### src/rtl/ctd_pkg.sv
package ctd_pkg;
    typedef enum logic [1:0] {
        REPL_RANDOM = 2'd0,
        REPL_LRU    = 2'd1,
        REPL_FIFO   = 2'd2,
        REPL_LRU2   = 2'd3
    } repl_e;
endpackage

### src/rtl/ctd_lfsr.sv
// Free-running Galois shift register; exposes its low OUT_W bits.
module ctd_lfsr #(
    parameter int          W     = 16,
    parameter int          OUT_W = 2,
    parameter logic [15:0] TAPS  = 16'hB400,
    parameter logic [15:0] SEED  = 16'hACE1
) (
    input  logic             clk,
    input  logic             rst_n,
    output logic [OUT_W-1:0] rnd_o
);
    typedef struct packed {
        logic [W-1:0] sr;
    } lfsr_t;

    lfsr_t st_d, st_q;

    always_comb begin
        st_d = st_q;
        st_d.sr = (st_q.sr >> 1) ^ (st_q.sr[0] ? W'(TAPS) : '0);
    end

    always_ff @(posedge clk or negedge rst_n) begin
        if (!rst_n) st_q.sr <= W'(SEED);
        else        st_q <= st_d;
    end

    assign rnd_o = st_q.sr[OUT_W-1:0];

    // the register must never lock up at zero
    p_lfsr_alive_r7: assert property (@(posedge clk) disable iff (!rst_n)
        st_q.sr != '0);
endmodule

### src/rtl/ctd_age_rank.sv
// Per-set age ranking: rank WAYS-1 is newest, rank 0 is oldest.
// A touch promotes a way to newest and ages the ways that were newer than it.
module ctd_age_rank #(
    parameter int SETS = 8,
    parameter int WAYS = 4,
    localparam int SET_W = $clog2(SETS),
    localparam int IDX_W = $clog2(WAYS)
) (
    input  logic             clk,
    input  logic             rst_n,
    input  logic             clr_i,
    input  logic [SET_W-1:0] clr_set_i,
    input  logic             touch_i,
    input  logic [SET_W-1:0] touch_set_i,
    input  logic [IDX_W-1:0] touch_way_i,
    input  logic [SET_W-1:0] look_set_i,
    output logic [IDX_W-1:0] oldest_o
);
    typedef logic [SETS-1:0][WAYS-1:0][IDX_W-1:0] rank_arr_t;
    typedef struct packed {
        rank_arr_t rank;
    } age_t;

    function automatic rank_arr_t start_ranks();
        rank_arr_t r;
        for (int s = 0; s < SETS; s++)
            for (int w = 0; w < WAYS; w++)
                r[s][w] = IDX_W'(w);
        return r;
    endfunction

    localparam rank_arr_t RANK_INIT = start_ranks();

    age_t st_d, st_q;
    logic [IDX_W-1:0] old_rank;
    logic [WAYS-1:0]  zero_vec;

    always_comb begin
        st_d     = st_q;
        old_rank = st_q.rank[touch_set_i][touch_way_i];
        if (clr_i) begin
            for (int w = 0; w < WAYS; w++)
                st_d.rank[clr_set_i][w] = IDX_W'(w);
        end else if (touch_i) begin
            for (int w = 0; w < WAYS; w++) begin
                if (IDX_W'(w) == touch_way_i)
                    st_d.rank[touch_set_i][w] = IDX_W'(WAYS - 1);
                else if (st_q.rank[touch_set_i][w] > old_rank)
                    st_d.rank[touch_set_i][w] = st_q.rank[touch_set_i][w] - 1'b1;
            end
        end
    end

    always_comb begin
        oldest_o = '0;
        for (int w = WAYS - 1; w >= 0; w--) begin
            zero_vec[w] = (st_q.rank[look_set_i][w] == '0);
            if (zero_vec[w]) oldest_o = IDX_W'(w);
        end
    end

    always_ff @(posedge clk or negedge rst_n) begin
        if (!rst_n) st_q.rank <= RANK_INIT;
        else        st_q <= st_d;
    end

    // ranks stay a permutation, so exactly one way is oldest
    p_one_oldest_r5: assert property (@(posedge clk) disable iff (!rst_n)
        $countones(zero_vec) == 1);

    // a touched way becomes the newest
    p_touch_newest_r5: assert property (@(posedge clk) disable iff (!rst_n)
        (touch_i && !clr_i) |=>
            st_q.rank[$past(touch_set_i)][$past(touch_way_i)] == IDX_W'(WAYS - 1));
endmodule

### src/rtl/cache_tag_dir.sv
module cache_tag_dir #(
    parameter int ADDR_W      = 32,
    parameter int BLK_BYTES   = 16,
    parameter int WAYS        = 4,
    parameter int CACHE_BYTES = 512,
    parameter int CNT_W       = 32,
    localparam int IDX_W = $clog2(WAYS)
) (
    input  logic              clk,
    input  logic              rst_n,
    input  logic              flush_i,
    input  logic [1:0]        policy_i,
    input  logic              req_valid_i,
    input  logic [ADDR_W-1:0] req_addr_i,
    output logic              req_ready_o,
    output logic              rsp_valid_o,
    output logic              rsp_hit_o,
    output logic [IDX_W-1:0]  rsp_way_o,
    output logic [CNT_W-1:0]  access_cnt_o,
    output logic [CNT_W-1:0]  miss_cnt_o
);
    import ctd_pkg::*;

    localparam int SETS  = CACHE_BYTES / (WAYS * BLK_BYTES);
    localparam int OFF_W = $clog2(BLK_BYTES);
    localparam int SET_W = $clog2(SETS);
    localparam logic [ADDR_W-1:0] SET_MASK = ADDR_W'(SETS - 1) << OFF_W;
    localparam logic [ADDR_W-1:0] BLK_MASK = ADDR_W'(BLK_BYTES - 1);
    localparam logic [ADDR_W-1:0] TAG_MASK = ~(SET_MASK | BLK_MASK);

    typedef struct packed {
        logic [SETS-1:0][WAYS-1:0]             valid;
        logic [SETS-1:0][WAYS-1:0][ADDR_W-1:0] tag;
        logic                                  sweep;
        logic [SET_W-1:0]                      sweep_idx;
        logic                                  rsp_valid;
        logic                                  rsp_hit;
        logic [IDX_W-1:0]                      rsp_way;
        logic [CNT_W-1:0]                      acc;
        logic [CNT_W-1:0]                      miss;
    } dir_t;

    dir_t st_d, st_q;

    logic              accept;
    logic [SET_W-1:0]  look_set;
    logic [ADDR_W-1:0] look_tag;
    logic [WAYS-1:0]   hit_vec, free_vec;
    logic              any_hit, any_free;
    logic [IDX_W-1:0]  hit_way, free_way, pol_way, fill_way, pick_way;
    logic [IDX_W-1:0]  rnd_way, lru_way, fifo_way;
    repl_e             policy;

    assign req_ready_o = !st_q.sweep && !flush_i;
    assign accept      = req_valid_i && req_ready_o;
    assign look_set    = SET_W'((req_addr_i & SET_MASK) >> OFF_W);
    assign look_tag    = req_addr_i & TAG_MASK;
    assign policy      = repl_e'(policy_i);

    // tag compare and empty-way search, lowest index wins
    always_comb begin
        hit_way  = '0;
        free_way = '0;
        for (int w = WAYS - 1; w >= 0; w--) begin
            hit_vec[w]  = st_q.valid[look_set][w] && (st_q.tag[look_set][w] == look_tag);
            free_vec[w] = !st_q.valid[look_set][w];
            if (hit_vec[w])  hit_way  = IDX_W'(w);
            if (free_vec[w]) free_way = IDX_W'(w);
        end
        any_hit  = |hit_vec;
        any_free = |free_vec;
    end

    always_comb begin
        unique case (policy)
            REPL_RANDOM: pol_way = rnd_way;
            REPL_FIFO:   pol_way = fifo_way;
            default:     pol_way = lru_way;
        endcase
        fill_way = any_free ? free_way : pol_way;
        pick_way = any_hit ? hit_way : fill_way;
    end

    ctd_lfsr #(.W(16), .OUT_W(IDX_W)) i_rnd (
        .clk   (clk),
        .rst_n (rst_n),
        .rnd_o (rnd_way)
    );

    // recency: touched on hits and on fills
    ctd_age_rank #(.SETS(SETS), .WAYS(WAYS)) i_recency (
        .clk         (clk),
        .rst_n       (rst_n),
        .clr_i       (st_q.sweep),
        .clr_set_i   (st_q.sweep_idx),
        .touch_i     (accept),
        .touch_set_i (look_set),
        .touch_way_i (pick_way),
        .look_set_i  (look_set),
        .oldest_o    (lru_way)
    );

    // fill order: touched on fills only
    ctd_age_rank #(.SETS(SETS), .WAYS(WAYS)) i_fill_order (
        .clk         (clk),
        .rst_n       (rst_n),
        .clr_i       (st_q.sweep),
        .clr_set_i   (st_q.sweep_idx),
        .touch_i     (accept && !any_hit),
        .touch_set_i (look_set),
        .touch_way_i (fill_way),
        .look_set_i  (look_set),
        .oldest_o    (fifo_way)
    );

    always_comb begin
        st_d           = st_q;
        st_d.rsp_valid = 1'b0;
        if (flush_i) begin
            st_d.sweep     = 1'b1;
            st_d.sweep_idx = '0;
        end else if (st_q.sweep) begin
            st_d.valid[st_q.sweep_idx] = '0;
            st_d.sweep_idx = st_q.sweep_idx + 1'b1;
            if (st_q.sweep_idx == SET_W'(SETS - 1)) st_d.sweep = 1'b0;
        end else if (accept) begin
            st_d.rsp_valid = 1'b1;
            st_d.rsp_hit   = any_hit;
            st_d.rsp_way   = pick_way;
            st_d.acc       = st_q.acc + 1'b1;
            if (!any_hit) begin
                st_d.miss                     = st_q.miss + 1'b1;
                st_d.valid[look_set][fill_way] = 1'b1;
                st_d.tag[look_set][fill_way]   = look_tag;
            end
        end
    end

    always_ff @(posedge clk or negedge rst_n) begin
        if (!rst_n) begin
            st_q       <= '0;
            st_q.sweep <= 1'b1;
        end else begin
            st_q <= st_d;
        end
    end

    assign rsp_valid_o  = st_q.rsp_valid;
    assign rsp_hit_o    = st_q.rsp_hit;
    assign rsp_way_o    = st_q.rsp_way;
    assign access_cnt_o = st_q.acc;
    assign miss_cnt_o   = st_q.miss;

    // fills never duplicate a tag inside one set
    p_hit_unique_r2: assert property (@(posedge clk) disable iff (!rst_n)
        $onehot0(hit_vec));

    // the filled way is valid one cycle later
    p_fill_valid_r4: assert property (@(posedge clk) disable iff (!rst_n)
        (accept && !any_hit) |=> st_q.valid[$past(look_set)][$past(fill_way)]);

    // a response follows each accepted request, and nothing else
    p_rsp_follows_r8: assert property (@(posedge clk) disable iff (!rst_n)
        accept |=> rsp_valid_o);
    p_no_stray_rsp_r8: assert property (@(posedge clk) disable iff (!rst_n)
        !accept |=> !rsp_valid_o);

    // counters advance by one per accepted lookup
    p_acc_step_r9: assert property (@(posedge clk) disable iff (!rst_n)
        accept |=> access_cnt_o == $past(access_cnt_o) + 1'b1);
    p_miss_bound_r9: assert property (@(posedge clk) disable iff (!rst_n)
        miss_cnt_o <= access_cnt_o);

    // a sampled flush stalls the next cycle
    p_flush_stalls_r10: assert property (@(posedge clk) disable iff (!rst_n)
        flush_i |=> !req_ready_o);
endmodule

### config.mk
export PLATFORM = sky130hd
export DESIGN_NAME = cache_tag_dir
export DESIGN_NICKNAME = d
export VERILOG_FILES = /design/src/rtl/ctd_pkg.sv /design/src/rtl/ctd_lfsr.sv /design/src/rtl/ctd_age_rank.sv /design/src/rtl/cache_tag_dir.sv
export SDC_FILE = /design/constraint.sdc
export NUM_CORES = 2
export LEC_CHECK = 0
export CORE_MARGIN = 3
export CORE_UTILIZATION = 35
export CTS_CLUSTER_DIAMETER = 60
export CTS_CLUSTER_SIZE = 40
export DETAILED_ROUTE_END_ITERATION = 8
export DONT_BUFFER_PORTS = 1
export GPL_TIMING_DRIVEN = 0
export MAX_ROUTING_LAYER = met4
export PLACE_DENSITY = 0.48
export SLEW_MARGIN = 0
export SYNTH_ARGS = -nofsm -noshare
export SYNTH_HDL_FRONTEND = slang
export SYNTH_SLANG_ARGS = --single-unit
### constraint.sdc
create_clock -name clk -period 6.5 [get_ports clk]
set_clock_uncertainty 0.1 [all_clocks]
set_input_delay 0.325 -clock clk [delete_from_list [all_inputs] [get_ports clk]]
set_output_delay 0.325 -clock clk [all_outputs]
set_load 0.01 [all_outputs]
# Yosys cells after proc, flatten, opt, wreduce, memory -nomap -nowiden
# Cells that the tools add are included.
[word_totals] ff_bits=1272 inputBits=38 out_inout_bits=69 wordCells=326
[classes] add_sub_neg=11 order_cmp=15 n_eq_ne=13 mux=109 n_bitwise=30 n_reduce_logical=36
[op_table] operator="$mux 1056" count=2
[op_table] operator="$mux 64" count=32
[op_table] operator="$bwmux 1024" count=1
[op_table] operator="$or 64x64->64" count=10
[op_table] operator="$bwmux 64" count=8
[op_table] operator="$bmux 128 s3" count=1
[op_table] operator="$demux 128 s3" count=1
[op_table] operator="$mux 128" count=2
[op_table] operator="$mux 68" count=3
[op_table] operator="$demux 8 s3" count=8
[op_table] operator="$and 32x32->32" count=5
[op_table] operator="$or 32x32->32" count=5
[op_table] operator="$and 64x64->64" count=2
[op_table] operator="$eq 32x32->1" count=4
[op_table] operator="$mux 32" count=3
[op_table] operator="$not 32->32" count=3
[op_table] operator="$add 32x1->32 const B" count=2
[op_table] operator="$demux 32 s2" count=1
[op_table] operator="$not 64->64" count=1
[op_table] operator="$bmux 8 s3" count=2
[op_table] operator="$mux 2" count=22
[op_table] operator="$mux 8" count=4
[op_table] operator="$mux 4" count=7
[op_table] operator="$demux 4 s3" count=2
[op_table] operator="28 further kinds" count=83

# Logic depth before layout (Yosys ltp)
[depth] word_depth=32 ltp_mapped=30 depth_no_buf=24

# Hierarchy
# A second synthesis with hierarchy kept.
[hier_totals] cells_unflattened=4337 area_unflattened_um2=54332.1
[modules_own_cells] mod="cache_tag_dir" instances=1 cells_per_inst=3213 area_per_inst_um2=44422.6 seq_area_each_um2=22622.9
[modules_own_cells] mod="ctd_age_rank at i_recency" instances=1 cells_per_inst=557 area_per_inst_um2=4748.3 seq_area_each_um2=1641.6
[modules_own_cells] mod="ctd_age_rank at i_fill_order" instances=1 cells_per_inst=546 area_per_inst_um2=4709.5 seq_area_each_um2=1641.6
[modules_own_cells] mod="ctd_lfsr" instances=1 cells_per_inst=21 area_per_inst_um2=451.7 seq_area_each_um2=410.4

# Worst setup path before layout
# OpenSTA, ideal clock, no wires.
[synth_timing] path_type="input to register" from="in req_addr_i[6]" to="reg i_recency.st_q[14] in the netlist's numbering" setup_ps=81 arrival_ps=6397 required_time_ps=6319 setup_slack_ps=-78 path_stages=26 n_path_buf=9 cell_sequence="buf_6 > buf_6 > buf_4 > buf_6 > buf_4 > clkbuf_1 > buf_2 > mux2_2 > a221oi_1 > ha_1 > a21oi_1 > or3b_2 > a31oi_2 > o21ai_1 > a21boi_0 > inv_1 > a21oi_1 > mux2i_1 > ha_1 > nor2b_1 > o21ai_1 > or3_1 > clkbuf_1 > clkbuf_1 > nor2_1 > o211ai_1"
[synth_via] elab_chain_cells=32 elab_cells_between_ends=95 cone_classes="4 x add/sub; 6 x order compare; 7 x eq/ne; 54 x mux; 4 x bitwise; 20 x reduce/logical"
[synth_rtl] item="start: declaration" line_no="cache_tag_dir.sv:14" source="input logic [ADDR_W-1:0] req_addr_i,"
[synth_rtl] item="$bmux 8 s3 (on tied branches)"
[synth_rtl] item="$mux 8 (on tied branches)" line_no="ctd_age_rank.sv:48, ctd_age_rank.sv:49, ctd_age_rank.sv:57"
[synth_rtl] item="$logic_not 2->1" line_no="ctd_age_rank.sv:57" source="zero_vec[w] = (st_q.rank[look_set_i][w] == '0);"
[synth_rtl] item="$mux 2 (4 in series)" line_no="ctd_age_rank.sv:58" source="if (zero_vec[w]) oldest_o = IDX_W'(w);"
[synth_rtl] item="$pmux 2 s2" line_no="cache_tag_dir.sv:75" source="unique case (policy)"
[synth_rtl] item="$mux 2" line_no="cache_tag_dir.sv:80" source="fill_way = any_free ? free_way : pol_way;"
[synth_rtl] item="$mux 2" line_no="cache_tag_dir.sv:81" source="pick_way = any_hit ? hit_way : fill_way;"
[synth_rtl] item="$bmux 2 s2" line_no="ctd_age_rank.sv:40" source="old_rank = st_q.rank[touch_set_i][touch_way_i];"
[synth_rtl] item="(+13 left out)"
[synth_rtl] item="$mux 64" line_no="ctd_age_rank.sv:46" source="if (IDX_W'(w) == touch_way_i)"
[synth_rtl] item="$mux 64" line_no="ctd_age_rank.sv:44" source="end else if (touch_i) begin"
[synth_rtl] item="$mux 64" line_no="ctd_age_rank.sv:41" source="if (clr_i) begin"
[synth_rtl] item="$bwmux 64" line_no="ctd_age_rank.sv:49" source="st_d.rank[touch_set_i][w] = st_q.rank[touch_set_i][w] - 1'b1;"
[synth_rtl] item="$mux 64" line_no="ctd_age_rank.sv:48" source="else if (st_q.rank[touch_set_i][w] > old_rank)"
[synth_rtl] item="$mux 64 *" line_no="ctd_age_rank.sv:46"
[synth_rtl] item="$mux 64 *" line_no="ctd_age_rank.sv:44"
[synth_rtl] item="$mux 64 *" line_no="ctd_age_rank.sv:41"
[synth_rtl] item="end signal: assignment" line_no="ctd_age_rank.sv:64" source="else st_q <= st_d;"
[synth_rtl] item="end: declaration" line_no="ctd_age_rank.sv:34" source="age_t st_d, st_q;"
# Every way passes the cells marked *; elsewhere a longest branch is shown, timed or not. The select of a mux whose other input is x is not followed.
# A chain may end at the register's enable or synchronous reset.

# Worst setup path in the final report
[layout_timing] from="in req_addr_i[4]" to="reg i_recency.st_q[44] in the netlist's numbering"
# The elaborated chain is that of the path after synthesis.

==> metrics.md <==
| Metric | Value |
|---|---|
| Outcome | finished, violations left |
| Failing checks | setup timing |
| DP Area | 0.0569 mm^2 |
| Clock buffers created by TritonCTS | 115 |
| RSZ-0062 raised after global routing | no |
| Router iterations before antenna repair | 5 |
| Power Density | 255 mW/mm^2 |
| Design area | 0.0618 mm^2 |
| Synth top area share | 44.9% |
| Worst Max-Slew Pin Slew | 1.48 ns |
| Largest net degree at the start of global routing | 1049 |
| NetSw | 4.54 mW |
| Seq/Total Area, Yosys | 48.4% |
| Wire length per cell | 35.9 um |
| Worst-Skew Late Latency | 0.76 ns |
| # IOs | 107 |
| Initial antenna violation count | 15 |
| Worst Setup Path Type | primary input to register |
| Internal power | 11.2 mW |
| Gate power share | 10.2% |
| IO Port Bufs | 0 |
| Die Wd | 400 um |
| CTS tree | yes |
| Row cnt | 143 |
| Switching part of the total | 28.9% |
| CORE AREA | 0.153 mm^2 |
| Part of the power in registers | 43.3% |
| Crit path capture type | register |
| Area leader, netlist | dfrtp_1 |
| Cell Area, Synth | 0.0543 mm^2 |
| Number of global-route vias before repair | 37.3k |
| DR DRC count | 0 |
| Hold Path Class | primary input to register |
| Crit-path cells | buf_4, and2_1, clkbuf_1, clkbuf_2, a22oi_1, nand3b_1, nand4_1, nor4_1, nand4_1, a21boi_4, inv_1, a21oi_4, mux2_2, ha_1, a21oi_1, clkbuf_2, nand2_1, a41oi_1, nand2_1, o211ai_1 |
| Asr flop ratio synth | 100% |
| Worst hold slack | 0.0633 ns |
| Total die area | 0.160 mm^2 |
| Synthesis-stage register bit count | 1048 |
| Root Driver | clkbuf_16 |
| Fin. max-slew vios | 0 |
| Power Total | 15.7 mW |
| Yosys Warn Count | 0 |
| Leak Pwr | 28.6 nW |
| Worst vdd ir | 0.209 mV |
| H-tree levels | 3 |
| Synth cell types | 100 |
| Avg Cell Area, Syn | 13.4 um^2 |
| Routability cong. | 0.950 |
| Routed vias/inst | 5.93 |
| Share of cells above drive strength 1 | 35.5% |
| Initial detailed-routing violation count | 4259 |
| Max Buffers Root-to-Sink | 3 |
| Part of the cycle the worst path needs | 103% |
| Crit path largest cell delay | 0.73 ns |
| Critical Path Start Type | primary input |
| Setup ws final | -0.167 ns |
| Total global routing overflow | 0 |
| Syn Inst Count | 4060 |
| Crit-path slowest cell | clkbuf_2 |
| Max-cap violations | 0 |
| Total number of vias | 37.6k |
| Synth area leaders | dfrtp_1, mux2_4, mux2_2 |
| Fin. Hold Viols | 0 |
| Wire length of the first global-routing pass | 314 mm |
| # clock sinks | 1048 |
| Clock network power share | 46.5% |
| Critical path peak fanout | 10 |
| Routed Antenna Nets | 0 |
| CTS clk-pin slew, worst paths | 0.07 ns |
| Area Growth Syn to Fin | 13.7% |
| Synth Flop Type | dfrtp_1 |
| Height of the die | 400 um |
| Layout net count | 4263 |
| Fmax achieved | 150 MHz |
| Util after Layout | 40.3% |
| Final setup violation count | 41 |
| Shortest period the worst path allows | 6.67 ns |
| Post-synth EDFFs | 0 |
| Max_slew headroom | 1.12% |
| Setup tns final | -3.25 ns |
| Critical Path RT | 7.04 ns |
| Syn_nets | 4126 |
| Wirelength, routed | 228 mm |
| HPWL Detailed | 149 mm |
| Total track usage | 29.0% |
| Starting Density | 35.5% |
| Crit path DAT | 7.21 ns |
[cell type report]
cell class | instances | area (um^2)
diodes | 17 | 42.5
plain buffers | 397 | 2690
clock buffers | 132 | 3110
clock inverters | 86 | 1090
fillers | 14500 | 91400
inverters | 52 | 195
multi-input cells | 2558 | 25500
flip-flops and latches | 1048 | 26300
well taps | 2030 | 2540
repair buffers | 25 | 350
[final timing paths]
path                                      endpoint  cells after the start            from  slack [ns]
worst max-delay path            i_recency.st_q[44]                     20   req_addr_i[4]       -0.17
worst min-delay path                     st_q[788]                      2  req_addr_i[12]        0.06
worst max register to register  i_recency.st_q[54]                     20       st_q[766]        0.24
worst min register to register       i_rnd.st_q[2]                      0   i_rnd.st_q[3]        0.25
max in group asynchronous                st_q[985]                      4           rst_n        3.50
min in group asynchronous                st_q[769]                      2           rst_n        0.18
[placed cells by master, fill, tap and decap left out, types with 48 or more instances in the layout]
master	Yosys	final
buf_4	109	114
dfrtp_1	975	975
mux2_1	68	68
o21ai_0	83	82
nor2_1	101	97
mux4_2	89	89
a22oi_1	96	96
mux2i_1	235	234
nand2_1	143	140
o22ai_1	55	55
mux2_4	447	447
buf_6	71	77
mux2_2	334	334
inv_1	48	48
clkbuf_16	0	119
a21oi_1	72	68
xnor2_1	82	82
nand3_1	58	58
clkbuf_1	167	148
dfstp_2	73	73
[synth_stat cells (37+ instances only)]
master	n
a21oi_1	72
a22oi_1	96
and3_1	37
buf_2	39
buf_4	109
buf_6	71
clkbuf_1	167
dfrtp_1	975
dfstp_2	73
inv_1	48
mux2_1	68
mux2_2	334
mux2_4	447
mux2i_1	235
mux4_2	89
nand2_1	143
nand3_1	58
nand4_1	46
nor2_1	101
o21ai_0	83
o22ai_1	55
xnor2_1	82
xor2_1	38
[critical path: cells and delay by family]
kind	cells	cell delay (ns)
and+or+nand+nor	7	2.27
buffers and inverters	5	2.14
AOI/OAI and AO/OA	6	1.67
muxes	1	0.42
adders and majority gates	1	0.30
[power by group through the flow]
| stage | sequential [mW] | clock, mW | combinational [mW] |
|---|---|---|---|
| floorplan | 6.90 | 0 | 0.805 |
| global placement | 6.93 | 0 | 1.38 |
| detailed placement | 6.93 | 0 | 1.38 |
| CTS | 6.81 | 7.43 | 1.41 |
| global route | 6.82 | 7.68 | 1.67 |
| finish | 6.81 | 7.32 | 1.60 |
[state kept, by name, summed over array words and instances (netlist names)]
name               flops
st_q                 836
rsp_valid_o            1
rsp_way_o              2
i_fill_order.st_q     64
i_recency.st_q        64
miss_cnt_o            32
i_rnd.st_q            16
rsp_hit_o              1
access_cnt_o          32
[logic make-up after synthesis]
logic type | after synthesis | share of synthesized area [%]
AOI/OAI and AO/OA | 629 | 8.51
xor gates and xnor gates | 120 | 1.93
adders and majority gates | 28 | 0.645
buffers and inverters | 454 | 5.10
DFF | 1048 | 48.4
muxes | 1174 | 28.7
and+or+nand+nor | 607 | 6.63
[metrics by stage]
stage	setup WS, ns	instances
floorplan	0.0760	4060
global placement	-3.73	6090
detailed placement	-3.68	6093
CTS	0.0237	6317
global route	0.00433	6341
finish	-0.167	6345
[what timing repair did]
action,CTS,global route
setup buffers,5,4
setup endpoints to repair,961,72
pin swaps,4,4
gates resized for setup,70,35
hold buffers,6,2
endpoints found under the hold margin,1060,486
[per-layer routing]
| layer | vias to the layer above | part of all wire [%] | track usage (%) |
|---|---|---|---|
| met2 | 1679 | 44 | 42.3 |
| met1 | 20200 | 44 | 39.7 |
| met5 | - | 0 | - |
| li1 | 15300 | - | - |
| met3 | 416 | 7.7 | 5.65 |
| met4 | 0 | 4.4 | 11.3 |
Power figures use the tool's default switching activity.
